`src/rtl/rtc_cal_pkg.sv`:
```
package rtc_cal_pkg;

  localparam int RTC_AW = 3;
  localparam int RTC_DW = 12;

  typedef enum logic [RTC_AW-1:0] {
    RA_CTRL = 3'd0,
    RA_SEC  = 3'd1,
    RA_MIN  = 3'd2,
    RA_HOUR = 3'd3,
    RA_WDAY = 3'd4,
    RA_MDAY = 3'd5,
    RA_MON  = 3'd6,
    RA_YEAR = 3'd7
  } rtc_addr_e;

  // Binary time state; month is kept zero-based.
  typedef struct packed {
    logic [10:0] yr;
    logic [7:0]  mon;
    logic [7:0]  mday;
    logic [7:0]  wday;
    logic [7:0]  hour;
    logic [7:0]  min;
    logic [7:0]  sec;
  } rtc_time_t;

  function automatic logic [7:0] bcd_to_bin(input logic [7:0] b);
    return ({4'b0, b[7:4]} * 8'd10) + {4'b0, b[3:0]};
  endfunction

  function automatic logic [7:0] bin_to_bcd(input logic [7:0] v);
    logic [7:0] r, t, o;
    r = v % 8'd100;
    t = r / 8'd10;
    o = r % 8'd10;
    return {t[3:0], o[3:0]};
  endfunction

  function automatic logic [10:0] year_from_bcd(input logic [11:0] w);
    return {3'b0, bcd_to_bin(w[7:0])} + ({7'b0, w[11:8]} * 11'd100);
  endfunction

  function automatic logic [11:0] year_to_bcd(input logic [10:0] y);
    logic [10:0] v, h, lo;
    v  = y % 11'd1000;
    h  = v / 11'd100;
    lo = v % 11'd100;
    return {h[3:0], bin_to_bcd(lo[7:0])};
  endfunction

  function automatic logic is_leap(input logic [10:0] yr, input int base);
    int full;
    full = base + int'({21'b0, yr});
    return ((full % 4) == 0) && (((full % 100) != 0) || ((full % 400) == 0));
  endfunction

  function automatic logic [7:0] month_len(input logic [7:0] m0, input logic leap);
    logic [7:0] d;
    case (m0)
      8'd1:                      d = leap ? 8'd29 : 8'd28;
      8'd3, 8'd5, 8'd8, 8'd10:   d = 8'd30;
      default:                   d = 8'd31;
    endcase
    return d;
  endfunction

endpackage

```
`src/rtl/rtc_prescaler.sv`:
```
module rtc_prescaler
  import rtc_cal_pkg::*;
#(
  parameter int DIV = 32768
) (
  input  logic clk,
  input  logic rst_n,
  input  logic run,
  input  logic start,
  output logic tick
);
  localparam int CW = (DIV > 2) ? $clog2(DIV) : 1;
  localparam logic [CW-1:0] RELOAD = CW'(DIV - 1);

  logic [CW-1:0] cnt_q;

  assign tick = run && (cnt_q == '0);

  always_ff @(posedge clk) begin
    if (!rst_n) begin
      cnt_q <= RELOAD;
    end else if (start) begin
      cnt_q <= RELOAD;
    end else if (run) begin
      cnt_q <= (cnt_q == '0) ? RELOAD : cnt_q - 1'b1;
    end
  end

endmodule

```
`src/rtl/rtc_calendar.sv`:
```
module rtc_calendar
  import rtc_cal_pkg::*;
#(
  parameter int YEAR_BASE = 2000
) (
  input  logic              clk,
  input  logic              rst_n,
  input  logic              adv,
  input  logic              wr,
  input  rtc_addr_e         waddr,
  input  logic [RTC_DW-1:0] wdata,
  output rtc_time_t         cal_o
);
  localparam rtc_time_t RST_TIME = '{yr: '0, mon: '0, mday: 8'd1, wday: '0,
                                     hour: '0, min: '0, sec: '0};

  rtc_time_t cur_q, stepped, nxt;
  logic      leap;
  logic [7:0] dim;
  logic      c_min, c_hour, c_day, c_mon, c_yr;

  assign leap = is_leap(cur_q.yr, YEAR_BASE);
  assign dim  = month_len(cur_q.mon, leap);

  // Carry chain of one advance step.
  assign c_min  = (cur_q.sec  >= 8'd59);
  assign c_hour = c_min  && (cur_q.min  >= 8'd59);
  assign c_day  = c_hour && (cur_q.hour >= 8'd23);
  assign c_mon  = c_day  && (cur_q.mday != 8'd0) && (cur_q.mday >= dim);
  assign c_yr   = c_mon  && (cur_q.mon  >= 8'd11);

  always_comb begin
    stepped = cur_q;
    stepped.sec = c_min ? 8'd0 : cur_q.sec + 8'd1;
    if (c_min)  stepped.min  = c_hour ? 8'd0 : cur_q.min + 8'd1;
    if (c_hour) stepped.hour = c_day ? 8'd0 : cur_q.hour + 8'd1;
    if (c_day) begin
      stepped.wday = (cur_q.wday >= 8'd6) ? 8'd0 : cur_q.wday + 8'd1;
      if (cur_q.mday == 8'd0) stepped.mday = 8'd1;
      else                    stepped.mday = c_mon ? 8'd1 : cur_q.mday + 8'd1;
    end
    if (c_mon) stepped.mon = c_yr ? 8'd0 : cur_q.mon + 8'd1;
    if (c_yr)  stepped.yr  = (cur_q.yr >= 11'd999) ? 11'd0 : cur_q.yr + 11'd1;
  end

  // The written field wins over the advanced value.
  always_comb begin
    nxt = adv ? stepped : cur_q;
    if (wr) begin
      case (waddr)
        RA_SEC:  nxt.sec  = bcd_to_bin(wdata[7:0]);
        RA_MIN:  nxt.min  = bcd_to_bin(wdata[7:0]);
        RA_HOUR: nxt.hour = bcd_to_bin(wdata[7:0]);
        RA_WDAY: nxt.wday = bcd_to_bin(wdata[7:0]);
        RA_MDAY: nxt.mday = bcd_to_bin(wdata[7:0]);
        RA_MON:  nxt.mon  = bcd_to_bin(wdata[7:0]) - 8'd1;
        RA_YEAR: nxt.yr   = year_from_bcd(wdata);
        default: ;
      endcase
    end
  end

  always_ff @(posedge clk) begin
    if (!rst_n) cur_q <= RST_TIME;
    else        cur_q <= nxt;
  end

  assign cal_o = cur_q;

endmodule

```
`src/rtl/rtc_readmux.sv`:
```
module rtc_readmux
  import rtc_cal_pkg::*;
(
  input  rtc_time_t         cal_i,
  input  logic              run_i,
  input  logic [RTC_AW-1:0] addr,
  output logic [RTC_DW-1:0] data
);
  always_comb begin
    case (rtc_addr_e'(addr))
      RA_CTRL: data = {11'b0, run_i};
      RA_SEC:  data = {4'b0, bin_to_bcd(cal_i.sec)};
      RA_MIN:  data = {4'b0, bin_to_bcd(cal_i.min)};
      RA_HOUR: data = {4'b0, bin_to_bcd(cal_i.hour)};
      RA_WDAY: data = {4'b0, bin_to_bcd(cal_i.wday)};
      RA_MDAY: data = {4'b0, bin_to_bcd(cal_i.mday)};
      RA_MON:  data = {4'b0, bin_to_bcd(cal_i.mon + 8'd1)};
      RA_YEAR: data = year_to_bcd(cal_i.yr);
      default: data = '0;
    endcase
  end
endmodule

```
`src/rtl/bcd_calendar_rtc.sv`:
```
module bcd_calendar_rtc
  import rtc_cal_pkg::*;
#(
  parameter int DIV       = 32768,
  parameter int YEAR_BASE = 2000
) (
  input  logic              clk,
  input  logic              rst_n,
  input  logic              wr_en,
  input  logic [RTC_AW-1:0] wr_addr,
  input  logic [RTC_DW-1:0] wr_data,
  input  logic [RTC_AW-1:0] rd_addr,
  output logic [RTC_DW-1:0] rd_data,
  output logic              sec_tick
);
  rtc_addr_e waddr;
  logic      run_q;
  logic      ctrl_wr, time_wr, start;
  rtc_time_t cal;

  assign waddr   = rtc_addr_e'(wr_addr);
  assign ctrl_wr = wr_en && (waddr == RA_CTRL);
  assign time_wr = wr_en && (waddr != RA_CTRL) && run_q;
  assign start   = ctrl_wr && wr_data[0] && !run_q;

  always_ff @(posedge clk) begin
    if (!rst_n)       run_q <= 1'b0;
    else if (ctrl_wr) run_q <= wr_data[0];
  end

  rtc_prescaler #(.DIV(DIV)) u_presc (
    .clk   (clk),
    .rst_n (rst_n),
    .run   (run_q),
    .start (start),
    .tick  (sec_tick)
  );

  rtc_calendar #(.YEAR_BASE(YEAR_BASE)) u_cal (
    .clk   (clk),
    .rst_n (rst_n),
    .adv   (sec_tick),
    .wr    (time_wr),
    .waddr (waddr),
    .wdata (wr_data),
    .cal_o (cal)
  );

  rtc_readmux u_rd (
    .cal_i (cal),
    .run_i (run_q),
    .addr  (rd_addr),
    .data  (rd_data)
  );

endmodule

```
`config.mk`:
```
export PLATFORM = sky130hd
export DESIGN_NAME = bcd_calendar_rtc
export DESIGN_NICKNAME = d
export VERILOG_FILES = /design/src/rtl/rtc_cal_pkg.sv /design/src/rtl/rtc_prescaler.sv /design/src/rtl/rtc_calendar.sv /design/src/rtl/rtc_readmux.sv /design/src/rtl/bcd_calendar_rtc.sv
export SDC_FILE = /design/constraint.sdc
export NUM_CORES = 1
export LEC_CHECK = 0
export BUFFER_PORTS_ARGS = -buffer_cell sky130_fd_sc_hd__clkbuf_2
export CELL_PAD_IN_SITES_DETAIL_PLACEMENT = 1
export CELL_PAD_IN_SITES_GLOBAL_PLACEMENT = 2
export CORE_ASPECT_RATIO = 1.2
export CORE_UTILIZATION = 38
export CTS_CLUSTER_DIAMETER = 40
export CTS_CLUSTER_SIZE = 20
export DETAILED_ROUTE_END_ITERATION = 12
export PLACE_DENSITY = 0.82
export RECOVER_POWER = 50
export SETUP_SLACK_MARGIN = 0.05
export SYNTH_ARGS = -nofsm -noshare
export SYNTH_HDL_FRONTEND = slang
export SYNTH_HIERARCHICAL = 1
export SYNTH_SLANG_ARGS = --single-unit
```
`constraint.sdc`:
```
create_clock -name clk -period 7.51 [get_ports clk]
set_input_delay 0 -clock clk [delete_from_list [all_inputs] [get_ports clk]]
set_output_delay 0 -clock clk [all_outputs]
set_load 0.01 [all_outputs]
```
# Yosys cells after proc, flatten, opt, wreduce, memory -nomap -nowiden
# Index checks and enable logic that the tools add are counted.
[word_totals] rom_bits=0 ramBits=0 reg_bits=75 out_inout_bits=13 n_memories=0 latch_bits=0 word_cells=129 inputBits=21
[classes] shifts=0 eq_ne=19 n_mul=2 magnitude_cmp=7 n_addsub=12 n_reduce_logical=26 n_div=26 mux=26 bitwise_logic=2
[op_table] operator="two-way mux 8 bit" n=16
[op_table] operator="two-way mux 59 bit" n=2
[op_table] operator="case mux 12 bit (8 select lines)" n=1
[op_table] operator="zero test 32 bit" n=2
[op_table] operator="divider 8 x 4 -> 8 bit (second input constant)" n=7
[op_table] operator="remainder unit 8 x 4 -> 8 bit (second input constant)" n=7
[op_table] operator="remainder unit 8 x 7 -> 8 bit (second input constant)" n=7
[op_table] operator="adder 8 x 1 -> 8 bit (second input constant)" n=6
[op_table] operator="two-way mux 11 bit" n=3
[op_table] operator="remainder unit 32 x 10 -> 32 bit (second input constant)" n=1
[op_table] operator="remainder unit 32 x 8 -> 32 bit (second input constant)" n=1
[op_table] operator="nonzero test 32 bit" n=1
[op_table] operator="equality test 3 bit (second input constant)" n=8
[op_table] operator="equality test 8 x 4 -> 1 bit (second input constant)" n=2
[op_table] operator=">= comparator 8 x 6 -> 1 bit (second input constant)" n=2
[op_table] operator="two-way mux 16 bit" n=1
[op_table] operator="case mux 8 bit (2 select lines)" n=1
[op_table] operator="zero test 15 bit" n=1
[op_table] operator="two-way mux 15 bit" n=1
[op_table] operator="subtractor 15 x 1 -> 15 bit (second input constant)" n=1
[op_table] operator="adder 11 x 11 -> 12 bit (first input constant)" n=1
[op_table] operator="equality test 3 x 2 -> 1 bit (second input constant)" n=4
[op_table] operator="logical AND 1 bit" n=12
[op_table] operator="adder 11 x 1 -> 11 bit (second input constant)" n=1
[op_table] operator="other kinds (28)" n=31

# Logic depth before layout (Yosys ltp)
[logic_depth] ltp_word=15 mapped_depth=38 ltp_nobuf=36

# Hierarchy
# Netlist, hierarchy kept.
[modules_own_cells] mod="rtc_calendar" n_inst=1 cells_each=752 area_per_inst_um2=5864.4
[modules_own_cells] mod="rtc_readmux" n_inst=1 cells_each=481 area_per_inst_um2=3224.3
[modules_own_cells] mod="rtc_prescaler" n_inst=1 cells_each=78 area_per_inst_um2=732.0
[modules_own_cells] mod="bcd_calendar_rtc" n_inst=1 cells_each=7 area_per_inst_um2=81.3

# Least setup slack after synthesis
# OpenSTA, ideal clock, no wires.
[synth_path] path_type="reg-to-reg" from="register u_cal.cur_q, in the netlist u_cal/cal_o[56]" to="register u_cal.cur_q, in the netlist u_cal/cal_o[58]" path_buffers=3 slack_ns=0.670 path_stages_with_launch=35 arrival_ns=6.775 required_time_ns=7.446 path_cell_list="dfxtp_1 -> buf_6 -> or3_1 -> buf_6 -> or4_4 -> ha_1 -> o22ai_2 -> a21oi_4 -> o311ai_2 -> a41oi_1 -> nand2_1 -> buf_6 -> and2_1 -> nand2_1 -> or3_1 -> and2_1 -> a221oi_2 -> maj3_4 -> a2bb2oi_4 -> nor3_1 -> a2111oi_2 -> a21oi_1 -> ha_1 -> nand2b_1 -> a21oi_1 -> o21ai_0 -> nand2_1 -> nor4_1 -> nand2_1 -> nor2_1 -> nand2_1 -> or3_1 -> o31ai_1 -> a21oi_1 -> nor2_1"
[synth_via] elab_chain_cells=14 elab_cells_between_ends=19 classes_between="add/sub (2); div (2); order compare (2); mux (7); reduce/logical (6)"
[synth_rtl] element="from (decl)" line_no="rtc_calendar.sv:17" rtl="rtc_time_t cur_q, stepped, nxt;"
[synth_rtl] element="from (signal assigned)" line_no="rtc_calendar.sv:65" rtl="else cur_q <= nxt;"
[synth_rtl] element="adder 11 x 11 -> 12 bit" line_no="rtc_cal_pkg.sv:54" rtl="full = base + int'({21'b0, yr});"
[synth_rtl] element="remainder unit 32 x 8 -> 32 bit / remainder unit 32 x 10 -> 32 bit (equally long branches)" line_no="rtc_cal_pkg.sv:55" rtl="return ((full % 4) == 0) && (((full % 100) != 0) || ((full % 400) == 0));"
[synth_rtl] element="nonzero test 32 bit / zero test 32 bit (equally long branches)" line_no="rtc_cal_pkg.sv:55"
[synth_rtl] element="logical OR 1 bit" line_no="rtc_cal_pkg.sv:55"
[synth_rtl] element="logical AND 1 bit" line_no="rtc_cal_pkg.sv:55"
[synth_rtl] element="two-way mux 1 bit" line_no="rtc_cal_pkg.sv:61" rtl="8'd1: d = leap ? 8'd29 : 8'd28;"
[synth_rtl] element="case mux 8 bit (2 select lines)" line_no="rtc_cal_pkg.sv:60" rtl="case (m0)"
[synth_rtl] element=">= comparator 8 bit" line_no="rtc_calendar.sv:29" rtl="assign c_mon = c_day && (cur_q.mday != 8'd0) && (cur_q.mday >= dim);"
[synth_rtl] element="logical AND 1 bit" line_no="rtc_calendar.sv:29"
[synth_rtl] element="logical AND 1 bit" line_no="rtc_calendar.sv:30" rtl="assign c_yr = c_mon && (cur_q.mon >= 8'd11);"
[synth_rtl] element="two-way mux 11 bit (*)" line_no="rtc_calendar.sv:43" rtl="if (c_yr) stepped.yr = (cur_q.yr >= 11'd999) ? 11'd0 : cur_q.yr + 11'd1;"
[synth_rtl] element="two-way mux 59 bit (*)" line_no="rtc_calendar.sv:48" rtl="nxt = adv ? stepped : cur_q;"
[synth_rtl] element="two-way mux 11 bit" line_no="rtc_calendar.sv:50" rtl="case (waddr)"
[synth_rtl] element="two-way mux 59 bit (*)" line_no="rtc_calendar.sv:49" rtl="if (wr) begin"
# Every way passes the cells marked *; elsewhere a longest branch is shown, timed or not.
# A chain may end at the register's enable or synchronous reset.

# Worst setup path in the final report
[layout_path] from="register u_cal.cur_q, in the netlist u_cal/cal_o[56]" to="register u_cal.cur_q, in the netlist u_cal/cal_o[55]"
# Same word-level chain as after synthesis.

==> results_dict.tcl <==
set metrics [dict create \
    dpl_cell_area_um2 10390 \
    max-clock-path-buffers 2 \
    synthTopCellsByArea "sky130_fd_sc_hd__dfxtp_1 (15%), sky130_fd_sc_hd__ha_1 (5.7%), sky130_fd_sc_hd__nand2_1 (4.9%)" \
    cts.sinks 75 \
    worst_slew_pin_slew_ns 1.685 \
    setup.reg_to_reg.worst_slack_ns 0.34 \
    ctsHtreeMaxLevel 3 \
    reg2reg_from "u_cal/cal_o[56]" \
    vias 10340 \
    antenna_found_initial 0 \
    die_w_um 149.4 \
    first_iter_violations 583 \
    layout.filler_cells 3158 \
    critical-path-top-cell-by-count "sky130_fd_sc_hd__a21oi_1" \
    outcome "complete, but fails checks" \
    synth-edff-count 0 \
    critical_path.reg2reg.endpoint "u_cal/cal_o[55]" \
    clkLatencyLatePin_ns 0.35 \
    final_layout_size_suffix_gt1_share_pct 16.69 \
    setup.worst_path.start_class "register" \
    routed_via_density 6.229 \
    placement.io_buffers 33 \
    nNetsFinal 1395 \
    syn_to_final_growth_pct 10.44 \
    layout.core_utilization_pct 42.81 \
    yosys_register_bits 75 \
    slew_headroom_pct -12.61 \
    num_rows 64 \
    max_freq_ghz 0.1395 \
    grt_use_total_pct 25.02 \
    worstHoldEndpoint "run_q" \
    antennaDiodeCount 0 \
    synthesis.area_per_instance_um2 7.513 \
    final_hold_viol_count 0 \
    crit_slowest_cell "sky130_fd_sc_hd__or4_4" \
    worstHoldPathCells 3 \
    largest_net_degree_at_the_start_of_global_routing 60 \
    failing_checks "capacitance limit, slew limit" \
    min_from "wr_en" \
    drt-total-wl_um 33530 \
    pre_cts_ws_ns -0.1002 \
    grt_first_pass_wirelength_um 54120 \
    yosys_warnings 6 \
    cts.clk_slew.worst_paths_ns 0.07 \
    worst_ep_required_time_ns 7.74 \
    powerDensity_nw_per_um2 109.5 \
    maxCapViolations 1 \
    cts_tree "done" \
    final.setup_skew_ns 0.007183 \
    crit_end_category "register" \
    starting_density_of_the_core_pct 38.76 \
    layout.cells.most_common_list "sky130_fd_sc_hd__nand2_1 (125), sky130_fd_sc_hd__nor2_1 (103), sky130_fd_sc_hd__o21ai_0 (74), sky130_fd_sc_hd__dfxtp_1 (73), sky130_fd_sc_hd__nand3_1 (69)" \
    clk_tree_root_cell "sky130_fd_sc_hd__clkbuf_16" \
    final_antenna_net_count 0 \
    cp_data_arrival_time_ns 7.40 \
    synth_ff_type "sky130_fd_sc_hd__dfxtp_1" \
    ctsHoldBuffers 0 \
    detailed_place_hpwl_um 24970 \
    gpl.final_weighted_congestion 0.8356 \
    timing.critical_path.slowest_cell_delay_ns 0.56 \
    timing.reg2reg.worst_path_depth 32 \
    final.hold.worst_slack_ns 0.05084 \
    grt_remaining_overflow 0 \
    cts-buffers-inserted 9 \
    static-leakage-power_nw 4.230 \
    netlist_instances 1318 \
    io_pins 34 \
    die-height_um 178.8 \
    timing.final.crit_period_ns 7.171 \
    setup_slack_ns 0.3390 \
    route.detailed.wl_per_inst_um 20.20 \
    final_cell_area_um2 10940 \
    number_of_global_route_vias_before_repair 10350 \
    worstPathMaxFanout 6 \
    drt-pass1-iter-count 5 \
    slew_violations 16 \
    postSynth.asyncResetShare_pct 0 \
    fin_crit_sh_pct 95.49 \
    synth_top_area_share_pct 15.16 \
    hp-class "in2reg" \
    synth.yosys.seq_area_share_pct 15.16 \
    synth.largest_area_cell "sky130_fd_sc_hd__dfxtp_1" \
    floorplan.core_area_um2 25540 \
    post-route-drc-count 0 \
    totalNegativeSetupSlack_ns 0 \
    syn-cell-area_um2 9902 \
    mostFrequentLayoutCell "sky130_fd_sc_hd__nand2_1" \
    timing_worst_setup_path_type "reg2reg" \
    yosys.cell_types.count 138 \
    report.final.setup_viol 0 \
    power.ir.vdd_worst_mv 0.1358 \
    total_die_area_um2 26710 \
    synth_fp_nets 1388 \
]
==> state kept, by name (all words and copies together), names as in the netlist <==
register	cells
run_q	1
u_cal/cal_o	59
u_presc/cnt_q	15
==> metrics by stage <==
step           total power [mW]  cells
2_1_floorplan            0.6540   1318
3_3_place_gp             0.7684   1637
3_5_place_dp             0.7731   1637
4_1_cts                   1.200   1653
5_1_grt                   1.252   1660
6_report                  1.198   1660
==> timing repair <==
action / in CTS / in global routing
endpoints found under the hold margin: 0 / 0
buffers inserted: 0 / 7
setup endpoints to repair: 4 / 15
pin swaps: 0 / 17
gates cloned: 0 / 0
gates resized for setup: 1 / 49
==> final cells by class <==
cell class	count	area, um^2	share of cell area, %
Multi-Input combinational cell	1111	8013	73.27
Sequential cell	75	1504	13.75
Timing Repair Buffer	82	551.8	5.046
Tap cell	330	412.9	3.776
Clock buffer	9	225.2	2.059
Inverter	46	172.7	1.579
Clock inverter	7	56.30	0.5149
==> worst max path at each step <==
stage | startpoint | endpoint | slack (ns) | cells past startpoint
detailed placement | u_cal/cal_o[56] | u_cal/cal_o[58] | -0.10 | 31
global placement | u_cal/cal_o[56] | u_cal/cal_o[55] | 0.20 | 31
global route | u_cal/cal_o[55] | u_cal/cal_o[57] | -0.04 | 36
CTS | u_cal/cal_o[56] | u_cal/cal_o[55] | 0.06 | 31
floorplan | u_cal/cal_o[56] | u_cal/cal_o[58] | 0.67 | 34
finish | u_cal/cal_o[56] | u_cal/cal_o[55] | 0.34 | 32
==> per-layer routing <==
metal  wire [um]  share of wire [%]  vias up  track usage, %
li1            -                  -     5013               -
met1       14960                 45     5106           30.98
met2       16930                 50      175           45.12
met3         941                2.8       46           2.723
met4         692                2.1        0           7.143
met5           0                  0        -               0
==> where the power goes <==
group	switching (mW)	internal (mW)
logic	0.233	0.135
registers	0.00346	0.399
clock network	0.198	0.229
total	0.435	0.763
==> critical path, delay by kind of cell, from the launching register on <==
family          cells  cell delay (ns)
buf+inv             1             0.08
compound gates     17             3.20
simple gates       12             2.86
flops               1             0.34
fa+ha+maj           2             0.57
==> kinds of logic after synthesis <==
kind of cell    Yosys count  synth area share [%]
simple gates            534                 28.99
compound gates          438                 34.64
buf+inv                 132                 6.052
flops                    75                 15.16
xor+xnor                 59                 5.370
fa+ha+maj                53                 6.937
mux                      27                 2.856
==> cell usage after synthesis (25+ instances only) <==
| library cell | instances |
|---|---|
| sky130_fd_sc_hd__a21oi_1 | 71 |
| sky130_fd_sc_hd__and2_1 | 32 |
| sky130_fd_sc_hd__buf_2 | 28 |
| sky130_fd_sc_hd__clkbuf_1 | 43 |
| sky130_fd_sc_hd__dfxtp_1 | 75 |
| sky130_fd_sc_hd__ha_1 | 45 |
| sky130_fd_sc_hd__inv_1 | 43 |
| sky130_fd_sc_hd__nand2_1 | 128 |
| sky130_fd_sc_hd__nand3_1 | 69 |
| sky130_fd_sc_hd__nor2_1 | 106 |
| sky130_fd_sc_hd__nor3_1 | 30 |
| sky130_fd_sc_hd__o211ai_1 | 28 |
| sky130_fd_sc_hd__o21ai_0 | 75 |
| sky130_fd_sc_hd__xnor2_1 | 32 |
| sky130_fd_sc_hd__xor2_1 | 25 |
(Power assumes the default switching activity.)
